### config.mk
export PLATFORM = sky130hd
export DESIGN_NAME = wake_uart_tx
export DESIGN_NICKNAME = d
export VERILOG_FILES = /design/src/rtl/wtx_pkg.sv /design/src/rtl/wtx_holdreg.sv /design/src/rtl/wtx_shifter.sv /design/src/rtl/wake_uart_tx.sv
export SDC_FILE = /design/constraint.sdc
export NUM_CORES = 1
export LEC_CHECK = 0
export BUFFER_PORTS_ARGS = -buffer_cell sky130_fd_sc_hd__buf_2
export CAP_MARGIN = 40
export CORE_MARGIN = 5
export CORE_UTILIZATION = 33
export DETAILED_ROUTE_END_ITERATION = 7
export PLACE_DENSITY = 0.51
export SKIP_CTS_REPAIR_TIMING = 1
export SLEW_MARGIN = 0
export SYNTH_ARGS = -nofsm -noshare
export SYNTH_HDL_FRONTEND = slang
export SYNTH_SLANG_ARGS = --single-unit
export TNS_END_PERCENT = 10
### constraint.sdc
create_clock -name clk -period 2.1 [get_ports clk]
set_input_delay 0.21 -clock clk [delete_from_list [all_inputs] [get_ports clk]]
set_output_delay 0.21 -clock clk [all_outputs]
set_load 0.01 [all_outputs]
### src/rtl/wtx_pkg.sv
package wtx_pkg;

    typedef enum logic [2:0] {
        ST_IDLE,
        ST_WAKE,
        ST_START,
        ST_DATA,
        ST_PAR,
        ST_STOP
    } tx_state_e;

endpackage

### src/rtl/wtx_holdreg.sv
module wtx_holdreg #(
    parameter int DW = 8
) (
    input  logic          clk,
    input  logic          rst_n,
    input  logic          wr_en,
    input  logic [DW-1:0] wr_data,
    input  logic          wake_set,
    input  logic          load,
    output logic [DW-1:0] buf_data,
    output logic          buf_full,
    output logic          wake_req
);

    typedef struct packed {
        logic [DW-1:0] data;
        logic          full;
        logic          wake;
    } hold_t;

    hold_t hold_d, hold_q;

    always_comb begin
        hold_d = hold_q;
        if (load) begin
            hold_d.full = 1'b0;
            hold_d.wake = 1'b0;
        end
        if (wr_en) begin
            hold_d.data = wr_data;
            hold_d.full = 1'b1;
        end
        if (wake_set) begin
            hold_d.wake = 1'b1;
        end
    end

    always_ff @(posedge clk or negedge rst_n) begin
        if (!rst_n) begin
            hold_q <= '0;
        end else begin
            hold_q <= hold_d;
        end
    end

    assign buf_data = hold_q.data;
    assign buf_full = hold_q.full;
    assign wake_req = hold_q.wake;

    // the shifter never takes from an empty buffer
    p_load_full_r2: assert property (@(posedge clk) disable iff (!rst_n)
        load |-> buf_full);

    // a load without a concurrent write leaves the buffer empty
    p_load_empties_r2: assert property (@(posedge clk) disable iff (!rst_n)
        (load && !wr_en) |=> !buf_full);

    // a load without a concurrent request clears the request
    p_wake_clear_r3: assert property (@(posedge clk) disable iff (!rst_n)
        (load && !wake_set) |=> !wake_req);

    // a request is remembered
    p_wake_set_r3: assert property (@(posedge clk) disable iff (!rst_n)
        wake_set |=> wake_req);

endmodule

### src/rtl/wtx_shifter.sv
module wtx_shifter
    import wtx_pkg::*;
#(
    parameter int DW        = 8,
    parameter int IDLE_BITS = 11
) (
    input  logic          clk,
    input  logic          rst_n,
    input  logic          bit_tick,
    input  logic          buf_full,
    input  logic [DW-1:0] buf_data,
    input  logic          wake_in,
    input  logic          par_en,
    input  logic          par_odd,
    input  logic          two_stop,
    output logic          load,
    output logic          txd
);

    localparam int BW = (DW > 1) ? $clog2(DW) : 1;
    localparam int CW = (IDLE_BITS > 1) ? $clog2(IDLE_BITS) : 1;
    localparam logic [BW-1:0] LAST_BIT  = BW'(DW - 1);
    localparam logic [CW-1:0] LAST_IDLE = CW'(IDLE_BITS - 1);

    typedef struct packed {
        tx_state_e     state;
        logic [DW-1:0] sh;
        logic [BW-1:0] bitcnt;
        logic [CW-1:0] idlecnt;
        logic          wut;
        logic          par;
        logic          par_en;
        logic          two_stop;
        logic          stop2;
        logic          txd;
    } shift_t;

    shift_t s_d, s_q;
    logic   last_stop;
    logic   take;

    assign last_stop = (s_q.state == ST_STOP) && (!s_q.two_stop || s_q.stop2);

    always_comb begin
        s_d  = s_q;
        take = 1'b0;
        if (bit_tick) begin
            case (s_q.state)
                ST_IDLE: begin
                    take = buf_full;
                end
                ST_WAKE: begin
                    if (s_q.idlecnt == LAST_IDLE) begin
                        s_d.state = ST_START;
                    end else begin
                        s_d.idlecnt = s_q.idlecnt + 1'b1;
                    end
                end
                ST_START: begin
                    s_d.state  = ST_DATA;
                    s_d.bitcnt = '0;
                end
                ST_DATA: begin
                    if (s_q.bitcnt == LAST_BIT) begin
                        s_d.state = s_q.par_en ? ST_PAR : ST_STOP;
                        s_d.stop2 = 1'b0;
                    end else begin
                        s_d.sh     = s_q.sh >> 1;
                        s_d.bitcnt = s_q.bitcnt + 1'b1;
                    end
                end
                ST_PAR: begin
                    s_d.state = ST_STOP;
                    s_d.stop2 = 1'b0;
                end
                ST_STOP: begin
                    if (!last_stop) begin
                        s_d.stop2 = 1'b1;
                    end else if (buf_full) begin
                        take = 1'b1;
                    end else begin
                        s_d.state = ST_IDLE;
                    end
                end
                default: s_d.state = ST_IDLE;
            endcase
        end
        if (take) begin
            s_d.sh       = buf_data;
            s_d.wut      = wake_in;
            s_d.par      = (^buf_data) ^ par_odd;
            s_d.par_en   = par_en;
            s_d.two_stop = two_stop;
            s_d.idlecnt  = '0;
            s_d.state    = wake_in ? ST_WAKE : ST_START;
        end
        case (s_d.state)
            ST_START: s_d.txd = 1'b0;
            ST_DATA:  s_d.txd = s_d.sh[0];
            ST_PAR:   s_d.txd = s_d.par;
            default:  s_d.txd = 1'b1;
        endcase
    end

    always_ff @(posedge clk or negedge rst_n) begin
        if (!rst_n) begin
            s_q       <= '0;
            s_q.state <= ST_IDLE;
            s_q.txd   <= 1'b1;
        end else begin
            s_q <= s_d;
        end
    end

    assign load = take;
    assign txd  = s_q.txd;

    // loads occur only on a bit tick
    p_load_on_tick_r2: assert property (@(posedge clk) disable iff (!rst_n)
        load |-> bit_tick);

    // the gap is only entered with the captured flag set
    p_wake_flag_r4: assert property (@(posedge clk) disable iff (!rst_n)
        (s_q.state == ST_WAKE) |-> (s_q.wut && s_q.idlecnt <= LAST_IDLE));

    // line is high while idle or in the gap
    p_mark_idle_r10: assert property (@(posedge clk) disable iff (!rst_n)
        (s_q.state == ST_IDLE || s_q.state == ST_WAKE) |-> txd);

    // start state always drives a low line
    p_start_low_r5: assert property (@(posedge clk) disable iff (!rst_n)
        (s_q.state == ST_START) |-> !txd);

endmodule

### src/rtl/wake_uart_tx.sv
module wake_uart_tx #(
    parameter int DATA_BITS = 8,
    parameter int IDLE_BITS = 11
) (
    input  logic                 clk,
    input  logic                 rst_n,
    input  logic                 bit_tick,
    input  logic                 cfg_par_en,
    input  logic                 cfg_par_odd,
    input  logic                 cfg_two_stop,
    input  logic                 wr_en,
    input  logic [DATA_BITS-1:0] wr_data,
    input  logic                 wake_set,
    output logic                 txd,
    output logic                 buf_empty,
    output logic                 wake_req
);

    logic [DATA_BITS-1:0] buf_data;
    logic                 buf_full;
    logic                 load;
    logic                 wake_q;

    wtx_holdreg #(.DW(DATA_BITS)) u_hold (
        .clk      (clk),
        .rst_n    (rst_n),
        .wr_en    (wr_en),
        .wr_data  (wr_data),
        .wake_set (wake_set),
        .load     (load),
        .buf_data (buf_data),
        .buf_full (buf_full),
        .wake_req (wake_q)
    );

    wtx_shifter #(.DW(DATA_BITS), .IDLE_BITS(IDLE_BITS)) u_shift (
        .clk      (clk),
        .rst_n    (rst_n),
        .bit_tick (bit_tick),
        .buf_full (buf_full),
        .buf_data (buf_data),
        .wake_in  (wake_q),
        .par_en   (cfg_par_en),
        .par_odd  (cfg_par_odd),
        .two_stop (cfg_two_stop),
        .load     (load),
        .txd      (txd)
    );

    assign buf_empty = !buf_full;
    assign wake_req  = wake_q;

endmodule

# After elaboration in Yosys (flattened, before gate mapping)
# Index checks and enable logic that the tools add are counted.
[op_classes] n_addsub=2 eq_ne=15 muxes=26 n_bitwise=1 reduce_logical=17
[ops] operator="11-bit two-way mux" n=2
[ops] operator="18-bit two-way mux" n=1
[ops] operator="3-bit case mux with 6 select lines" n=1
[ops] operator="8-bit two-way mux" n=2
[ops] operator="3-bit by 2-bit equality test with 1-bit output (second input constant)" n=4
[ops] operator="3-bit equality test (second input constant)" n=4
[ops] operator="3-bit two-way mux" n=4
[ops] operator="2-bit nonzero test" n=6
[ops] operator="3-bit AND reduction" n=3
[ops] operator="1-bit two-way mux" n=8
[ops] operator="4-bit two-way mux" n=2
[ops] operator="2-bit inequality test (second input constant)" n=4
[ops] operator="8-bit XOR reduction" n=1
[ops] operator="1-bit case mux with 3 select lines" n=2
[ops] operator="3-bit case mux with 2 select lines" n=1
[ops] operator="4-bit by 1-bit adder with 4-bit output (second input constant)" n=1
[ops] operator="4-bit equality test (second input constant)" n=1
[ops] operator="2-bit two-way mux" n=2
[ops] operator="4-bit AND reduction" n=1
[ops] operator="3-bit by 1-bit adder with 3-bit output (second input constant)" n=1
[ops] operator="3-bit by 1-bit equality test with 1-bit output (second input constant)" n=1
[ops] operator="3-bit zero test" n=1
[ops] operator="3-bit nonzero test" n=1
[ops] operator="1-bit zero test" n=2
[ops] operator="other kinds (5)" n=5
[totals] ff_bits=34 in_bits=16 out_inout_bits=3 word_cells=75

# Logic depth before layout (Yosys ltp)
# Gate-level depths: netlist (run 1).
[logic_depth] depth_word=9 depth_mapped=8 ltp_nobuf=8

# Cells and area by module
# Synthesis (run 1) repeated with hierarchy kept, for this count alone.
[unflattened] cells_unflattened=159 hier_area_um2=1722.9
[by_module_without_submodules] mod="wtx_shifter" instances=1 cells_per_inst=136 area_per_inst_um2=1317.5 seq_area_each_um2=576.8
[by_module_without_submodules] mod="wtx_holdreg" instances=1 cells_per_inst=22 area_per_inst_um2=401.6 seq_area_each_um2=250.2
[by_module_without_submodules] mod="wake_uart_tx" instances=1 cells_per_inst=1 area_per_inst_um2=3.8 seq_area_each_um2=0.0

# Worst setup path before layout (run 1)
# Ideal clock, no wire load.
[synth_timing] path_type="reg2reg" startpoint="reg u_shift.s_q[10] (netlist bit)" endpoint="reg u_shift.txd (netlist name)" setup_ns=0.060 t_arrival_ns=1.545 required_time_ns=2.040 slack_ns=0.495 path_stages_with_launch=7 n_path_buf=0 synth_period_minus_slack_ns=1.605 cell_sequence="dfrtp_1 ha_1 ha_1 a311oi_1 o31a_2 mux2i_1 o22a_1"
[synth_rtl] element="start: declaration" line_no="wtx_shifter.sv:38" rtl="shift_t s_d, s_q;"

# Worst setup path in the final report (run 1)
[layout_timing] startpoint="reg u_shift.s_q[21] (netlist bit)" endpoint="reg u_shift.s_q[14] (netlist bit)"
[layout_between] elab_chain_cells=7 elab_cells_between_ends=12 classes_between="eq/ne: 3; mux: 4; reduce/logical: 5"
[layout_lines] element="3-bit equality test" line_no="wtx_shifter.sv:42, wtx_shifter.sv:48"
[layout_lines] element="1-bit logical AND" line_no="wtx_shifter.sv:42" rtl="assign last_stop = (s_q.state == ST_STOP) && (!s_q.two_stop || s_q.stop2);"
[layout_lines] element="1-bit two-way mux" line_no="wtx_shifter.sv:77" rtl="if (!last_stop) begin"
[layout_lines] element="1-bit case mux with 2 select lines" line_no="wtx_shifter.sv:48" rtl="case (s_q.state)"
[layout_lines] element="1-bit two-way mux" line_no="wtx_shifter.sv:47" rtl="if (bit_tick) begin"
[layout_lines] element="2-bit inequality test (no source line) or 2-bit nonzero test (tied branches)"
[layout_lines] element="3-bit AND reduction (no source line)"
# Parallel ways exist; a longest one is shown, timed or not.
# A chain may end at the register's enable or synchronous reset.

==> results of run 1 <==
-- per-layer routing --
metal | track usage [%] | up-vias | part of all wire (%) | wire length [um]
met5 | 0 | - | 0 | 0
li1 | - | 628 | - | -
met2 | 19.9 | 33 | 50 | 1760
met3 | 4.01 | 5 | 6.0 | 211
met1 | 15.4 | 623 | 43 | 1500
met4 | 3.99 | 0 | 1.2 | 44
-- per-stage QoR --
step / power [mW] / std cells / cell area (um^2)
5_1_grt: 2.51 / 261 / 2000
4_1_cts: 2.35 / 261 / 2000
3_3_place_gp: 1.70 / 253 / 1880
3_5_place_dp: 1.72 / 253 / 1880
2_1_floorplan: 1.56 / 171 / 1730
6_report: 2.32 / 261 / 2000
-- worst register-to-register path, stage by stage, from the launching register on --
cell,delay (ns)
dfrtp_1,0.51
or2_1,0.32
o21ai_2,0.11
and2_1,0.35
o21ai_4,0.17
a221oi_1,0.25
a21oi_1,0.06
-- logic make-up (layout without fill, tap and decap cells) --
| kind of cell | count (synthesis) | after routing |
|---|---|---|
| fa+ha+maj | 5 | 5 |
| xor+xnor | 11 | 11 |
| mux | 10 | 10 |
| flops | 33 | 33 |
| buf+inv | 19 | 39 |
| simple gates | 55 | 55 |
| compound gates | 38 | 38 |
-- state kept, by name (all words and copies together) (netlist names) --
name and flops:
u_hold.wake_req 1, u_hold.buf_full 1, u_shift.txd 1, u_shift.s_q 22, u_hold.buf_data 8
-- cells in the mapped netlist (2+ instances only) --
library cell and instances:
dfrtp_1 32, nand2_1 24, nor2_1 12, inv_1 11, o21ai_1 8, xnor2_1 8, mux2_2 7, a22oi_1 5
ha_1 5, a21oi_1 4, buf_2 4, nand3_1 4, mux2i_1 3, nand4_1 3, xor2_1 3, a211oi_2 2
a21o_1 2, buf_4 2, clkbuf_1 2, nand2b_1 2, o21ai_0 2
-- area by class of cell --
class	instances	area share, %
clock buffers	7	4.32
inverters	11	2.07
clock inverters	1	1.50
multi-input cells	119	41.1
well taps	70	4.38
flip-flops and latches	33	41.4
repair buffers	20	5.26
-- worst max-delay path by stage --
stage,to,depth (start not counted),startpoint
2_1_floorplan,u_shift.txd,6,u_shift.s_q[10]
3_3_place_gp,u_shift.s_q[14],6,u_shift.s_q[21]
3_5_place_dp,u_shift.s_q[14],6,u_shift.s_q[21]
4_1_cts,u_shift.s_q[14],6,u_shift.s_q[21]
5_1_grt,u_shift.s_q[14],6,u_shift.s_q[21]
6_report,u_shift.s_q[14],6,u_shift.s_q[21]
-- report_power, final --
| part | switching [mW] | internal [mW] | total (mW) |
|---|---|---|---|
| clock network | 0.225 | 0.387 | 0.612 |
| logic | 0.388 | 0.323 | 0.711 |
| registers | 0.167 | 0.828 | 0.995 |
==> flow_metrics.py, run 1 <==
metrics = {
    "run_status": {
        "failed_checks": "hold timing",
        "status": "finished with violations",
    },
    "logic_synthesis": {
        "synthFlopType": "dfrtp_1",
        "syn_area_um2": 1730,
        "synth_mux_area_share_pct": 6.28,
        "synth_edf_count": 0,
        "synthXorXnorAreaFrac_pct": 5.56,
        "ys_types": 47,
        "yosysWarningCount": 0,
        "synth_top_family_by_area": "compound AO/OA/AOI/OAI gates",
        "synthArstFlopShare_pct": 100,
        "synth.area.top_cells": "dfrtp_1 46%, nand2_1 5.2%, mux2_2 4.5%, xnor2_1 4.0%, ha_1 3.6%",
        "synth-adder-area-share_pct": 3.61,
        "yosys.area_share.simple_pct": 15.5,
        "yosysTopAreaCell": "dfrtp_1",
        "yosys.area.top_type_share_pct": 46.2,
        "synth.avg_cell_area_um2": 10.1,
        "ys_seq_elements": 33,
        "synth_compound_area_share_pct": 16.5,
        "ys_seq_area_share_pct": 47.7,
        "synth_nets": 192,
        "syn-instance-count": 171,
    },
    "routing": {
        "vias_per_cell": 4.94,
        "detail-route-antenna-nets": 0,
        "drt_pre_antenna_iters": 4,
        "drc": 0,
        "vias": 1289,
        "finalWirelength_mm": 3.52,
        "wl_per_cell_um": 13.5,
        "drtIter0Drc": 87,
    },
    "sta": {
        "tightest_slew_ns": 0.728,
        "fin_ws_ns": 0.208,
        "hold_viol_final": 32,
        "fin_crit_ns": 1.89,
        "fin_crit_sh_pct": 90.1,
        "slew_violations": 0,
        "max_freq_mhz": 528,
        "skew_ns": 0.00284,
        "rsz0062_at_grt": "no",
        "whs_ns": -0.0207,
        "tns_ns": 0,
        "setup_viol": 0,
        "slew_headroom_pct": 51.5,
    },
    "worst_setup_path": {
        "reg2reg_slack_ns": 0.21,
        "crit_required_ns": 2.26,
        "worstSetupPathType": "reg2reg",
        "cp-start-kind": "flip-flop",
        "crit_arrival_ns": 2.05,
        "end_kind": "flip-flop",
        "r2r-start": "u_shift.s_q[21]",
        "cp_num_buf_inv": 0,
        "slowest_stage": "dfrtp_1",
        "crit_family": "simple AND/OR/NAND/NOR gates",
        "path_max_fanout": 14,
        "reg2reg_depth": 6,
        "critPathMaxStageDelay_ns": 0.51,
        "crit_chain": "or2_1 -> o21ai_2 -> and2_1 -> o21ai_4 -> a221oi_1 -> a21oi_1",
        "r2r_end": "u_shift.s_q[14]",
    },
    "min_path": {
        "hold_class": "in2async",
    },
    "die": {
        "fp-row-count": 26,
        "die_w_um": 82.5,
        "coreArea_um2": 5110,
        "ios": 19,
        "die_y_um": 82.5,
        "die_area_um2": 6800,
        "start_util_pct": 33.9,
    },
    "final_layout": {
        "layout_commonest_cell": "dfrtp_1",
        "multi_input_area_um2": 822,
        "final_core_util_pct": 39.1,
        "fill_cells": 529,
        "num_antenna_cells": 0,
        "syn_to_final_growth_pct": 15.4,
        "drive_gt1_share_pct": 23.0,
        "fin_nets": 211,
        "layout_common_cells": "32 x dfrtp_1, 24 x nand2_1, 18 x buf_2, 12 x nor2_1, 11 x inv_1",
        "regArea_um2": 827,
    },
    "placement": {
        "gp_congestion": 0.799,
        "io_buffers": 18,
        "detailed_place_hpwl_mm": 2.63,
        "dpl_worst_slack_ns": 0.231,
    },
    "global_route": {
        "antenna_found_initial": 0,
        "grt_pass1_wl_mm": 6.20,
        "first_global_vias": 1303,
        "grt_max_degree": 34,
        "overflow": 0,
        "grt_usage_pct": 12.3,
    },
    "flow_run": {
        "maxCapViolCount": 0,
    },
    "clocking": {
        "cts.sinks": 33,
        "htree_levels": 2,
        "clockBufferDepth": 2,
        "cts_root_buf": "clkbuf_8",
        "worstSkewPairLatency_ns": 0.28,
        "cts.reportedPaths.clkPinSlew_ns": 0.07,
        "numCtsBuffers": 5,
        "cts_tree": "yes",
    },
    "pwr": {
        "ir_worst_vdd_v": 0.000375,
        "p_leak_nw": 0.920,
        "power_density_nw_per_um2": 1160,
    },
}
Power figures use the tool's default switching activity.
==> run 2: changes to the inputs <==
--- a/config.mk
+++ b/config.mk
@@ -10,7 +10,7 @@
 export CORE_MARGIN = 5
 export CORE_UTILIZATION = 33
 export DETAILED_ROUTE_END_ITERATION = 7
-export PLACE_DENSITY = 0.51
+export PLACE_DENSITY = 0.56
 export SKIP_CTS_REPAIR_TIMING = 1
 export SLEW_MARGIN = 0
 export SYNTH_ARGS = -nofsm -noshare
==> flow_metrics.py, run 2 (same netlist as run 1, synthesis figures left out) <==
metrics = {
    "run_status": {
        "status": "finished with violations",
        "failed_checks": "hold timing",
    },
    "global_route": {
        "grt_usage_pct": 12.0,
        "globalRoute.busiestLayer": "met2",
        "use_met2_pct": 19.1,
        "first_global_vias": 1355,
        "met1_usage_pct": 15.4,
        "grt_pass1_wl_mm": 6.15,
        "antenna_found_initial": 0,
        "overflow": 0,
        "use_met3_pct": 3.58,
        "grt_max_degree": 34,
    },
    "final_layout": {
        "regMostFlops": "u_shift.s_q",
        "largest_reg_flops": 22,
        "drive_gt1_share_pct": 24.4,
        "fin_nets": 213,
        "syn_to_final_growth_pct": 15.4,
        "layout_common_cells": "32 x dfrtp_1, 24 x nand2_1, 18 x buf_2, 12 x nor2_1, 11 x inv_1",
        "fill_cells": 521,
        "num_antenna_cells": 0,
        "layout_commonest_cell": "dfrtp_1",
        "fin_cells": 263,
    },
    "sta": {
        "hold_viol_final": 32,
        "tightest_slew_ns": 0.725,
        "whs_ns": -0.0155,
        "fin_crit_ns": 1.90,
        "skew_ns": 0.00461,
        "setup_viol": 0,
        "tns_ns": 0,
        "slew_violations": 0,
        "max_freq_mhz": 527,
        "rsz0062_at_grt": "no",
        "slew_headroom_pct": 51.7,
        "fin_crit_sh_pct": 90.3,
    },
    "worst_setup_path": {
        "critPathMaxStageDelay_ns": 0.51,
        "cp_num_buf_inv": 0,
        "crit_arrival_ns": 2.05,
        "slowest_stage": "dfrtp_1",
        "reg2reg_slack_ns": 0.20,
        "crit_family": "simple AND/OR/NAND/NOR gates",
        "path_max_fanout": 14,
        "worstSetupPathType": "reg2reg",
        "end_kind": "flip-flop",
        "r2r-start": "u_shift.s_q[21]",
        "reg2reg_depth": 6,
        "crit_chain": "or2_1 -> o21ai_2 -> and2_1 -> o21ai_4 -> a221oi_1 -> a21oi_1",
        "cp-start-kind": "flip-flop",
        "crit_required_ns": 2.25,
        "r2r_end": "u_shift.s_q[14]",
    },
    "clocking": {
        "cts.sinks": 33,
        "worstSkewPairLatency_ns": 0.28,
        "cts.reportedPaths.clkPinSlew_ns": 0.07,
        "htree_levels": 2,
        "numCtsBuffers": 5,
        "cts_tree": "yes",
        "cts_root_buf": "clkbuf_8",
        "clockBufferDepth": 2,
    },
    "routing": {
        "drc": 0,
        "vias_per_cell": 4.87,
        "finalWirelength_mm": 3.51,
        "drtIter0Drc": 79,
        "detail-route-antenna-nets": 0,
        "drt_pre_antenna_iters": 4,
        "vias": 1282,
        "wl_per_cell_um": 13.4,
    },
    "placement": {
        "detailed_place_hpwl_mm": 2.60,
        "io_buffers": 18,
        "placedCellCount": 255,
        "gp_congestion": 0.822,
    },
    "pwr": {
        "p_switching_mw": 0.789,
        "power_density_nw_per_um2": 1130,
        "p_sw_share_pct": 35.1,
        "seq_power_share_pct": 43.6,
        "combPwrFrac_pct": 33.1,
        "ir_worst_vdd_v": 0.000493,
        "intPower_mw": 1.46,
        "p_leak_nw": 0.925,
        "p_clk_share_pct": 23.3,
        "power.total_mw": 2.25,
    },
    "flow_run": {
        "maxCapViolCount": 0,
    },
    "die": {
        "coreArea_um2": 5110,
        "die_area_um2": 6800,
        "die_w_um": 82.5,
        "die_y_um": 82.5,
        "ios": 19,
        "fp-row-count": 26,
        "start_util_pct": 33.9,
    },
    "min_path": {
        "hold_class": "in2async",
    },
}
## run 2: cell types whose count changed in the layout (fill, tap and decap cells not counted)
cell,previous run,this run
bufinv_16,1,0
clkbuf_8,6,7
buf_4,2,4
clkbuf_1,1,0
clkinv_2,0,1
## run 2: through the flow
stage	util, %	setup WS (ns)	hold WS (ns)	area, um^2
after global placement	37.2	0.263	0.319	1900
after floorplan	-	0.495	-0.0856	1730
after detailed placement	37.2	0.220	0.320	1900
after CTS	39.1	0.203	0.0125	2000
after global routing	39.1	0.0310	0.0497	2000
final	39.1	0.204	-0.0155	2000
## run 2: layer usage
metal / wire (um) / share of wire (%) / vias up
met5: 0 / 0 / -
met4: 53 / 1.5 / 0
met3: 192 / 5.5 / 6
met2: 1580 / 45 / 33
met1: 1690 / 48 / 609
li1: - / - / 634
## run 2: how the worst max path moves through the flow
stage	from	end	slack, ns	cells past startpoint
detailed placement	u_shift.s_q[21]	u_shift.s_q[14]	0.22	6
finish	u_shift.s_q[21]	u_shift.s_q[14]	0.20	6
CTS	u_shift.s_q[21]	u_shift.s_q[14]	0.20	6
floorplan	u_shift.s_q[10]	u_shift.txd	0.50	6
global placement	u_shift.s_q[21]	u_shift.s_q[14]	0.26	6
global route	u_shift.s_q[21]	u_shift.s_q[14]	0.03	6
## run 2: power by group through the flow
stage / Combinational (mW) / Sequential [mW] / Clock (mW)
2_1_floorplan: 0.610 / 0.946 / 0
3_3_place_gp: 0.745 / 0.990 / 0
3_5_place_dp: 0.749 / 0.992 / 0
4_1_cts: 0.755 / 0.980 / 0.539
5_1_grt: 0.856 / 1.01 / 0.579
6_report: 0.745 / 0.981 / 0.524
## run 2: area by class of cell
| cell class | count | area, um^2 | share of cell area, % |
|---|---|---|---|
| Clock buffer | 7 | 96.3 | 4.82 |
| Sequential cell | 33 | 827 | 41.4 |
| Multi-Input combinational cell | 119 | 822 | 41.1 |
| Clock inverter | 1 | 5.00 | 0.250 |
| Inverter | 11 | 41.3 | 2.07 |
| Tap cell | 70 | 87.6 | 4.38 |
| Timing Repair Buffer | 22 | 120 | 6.01 |
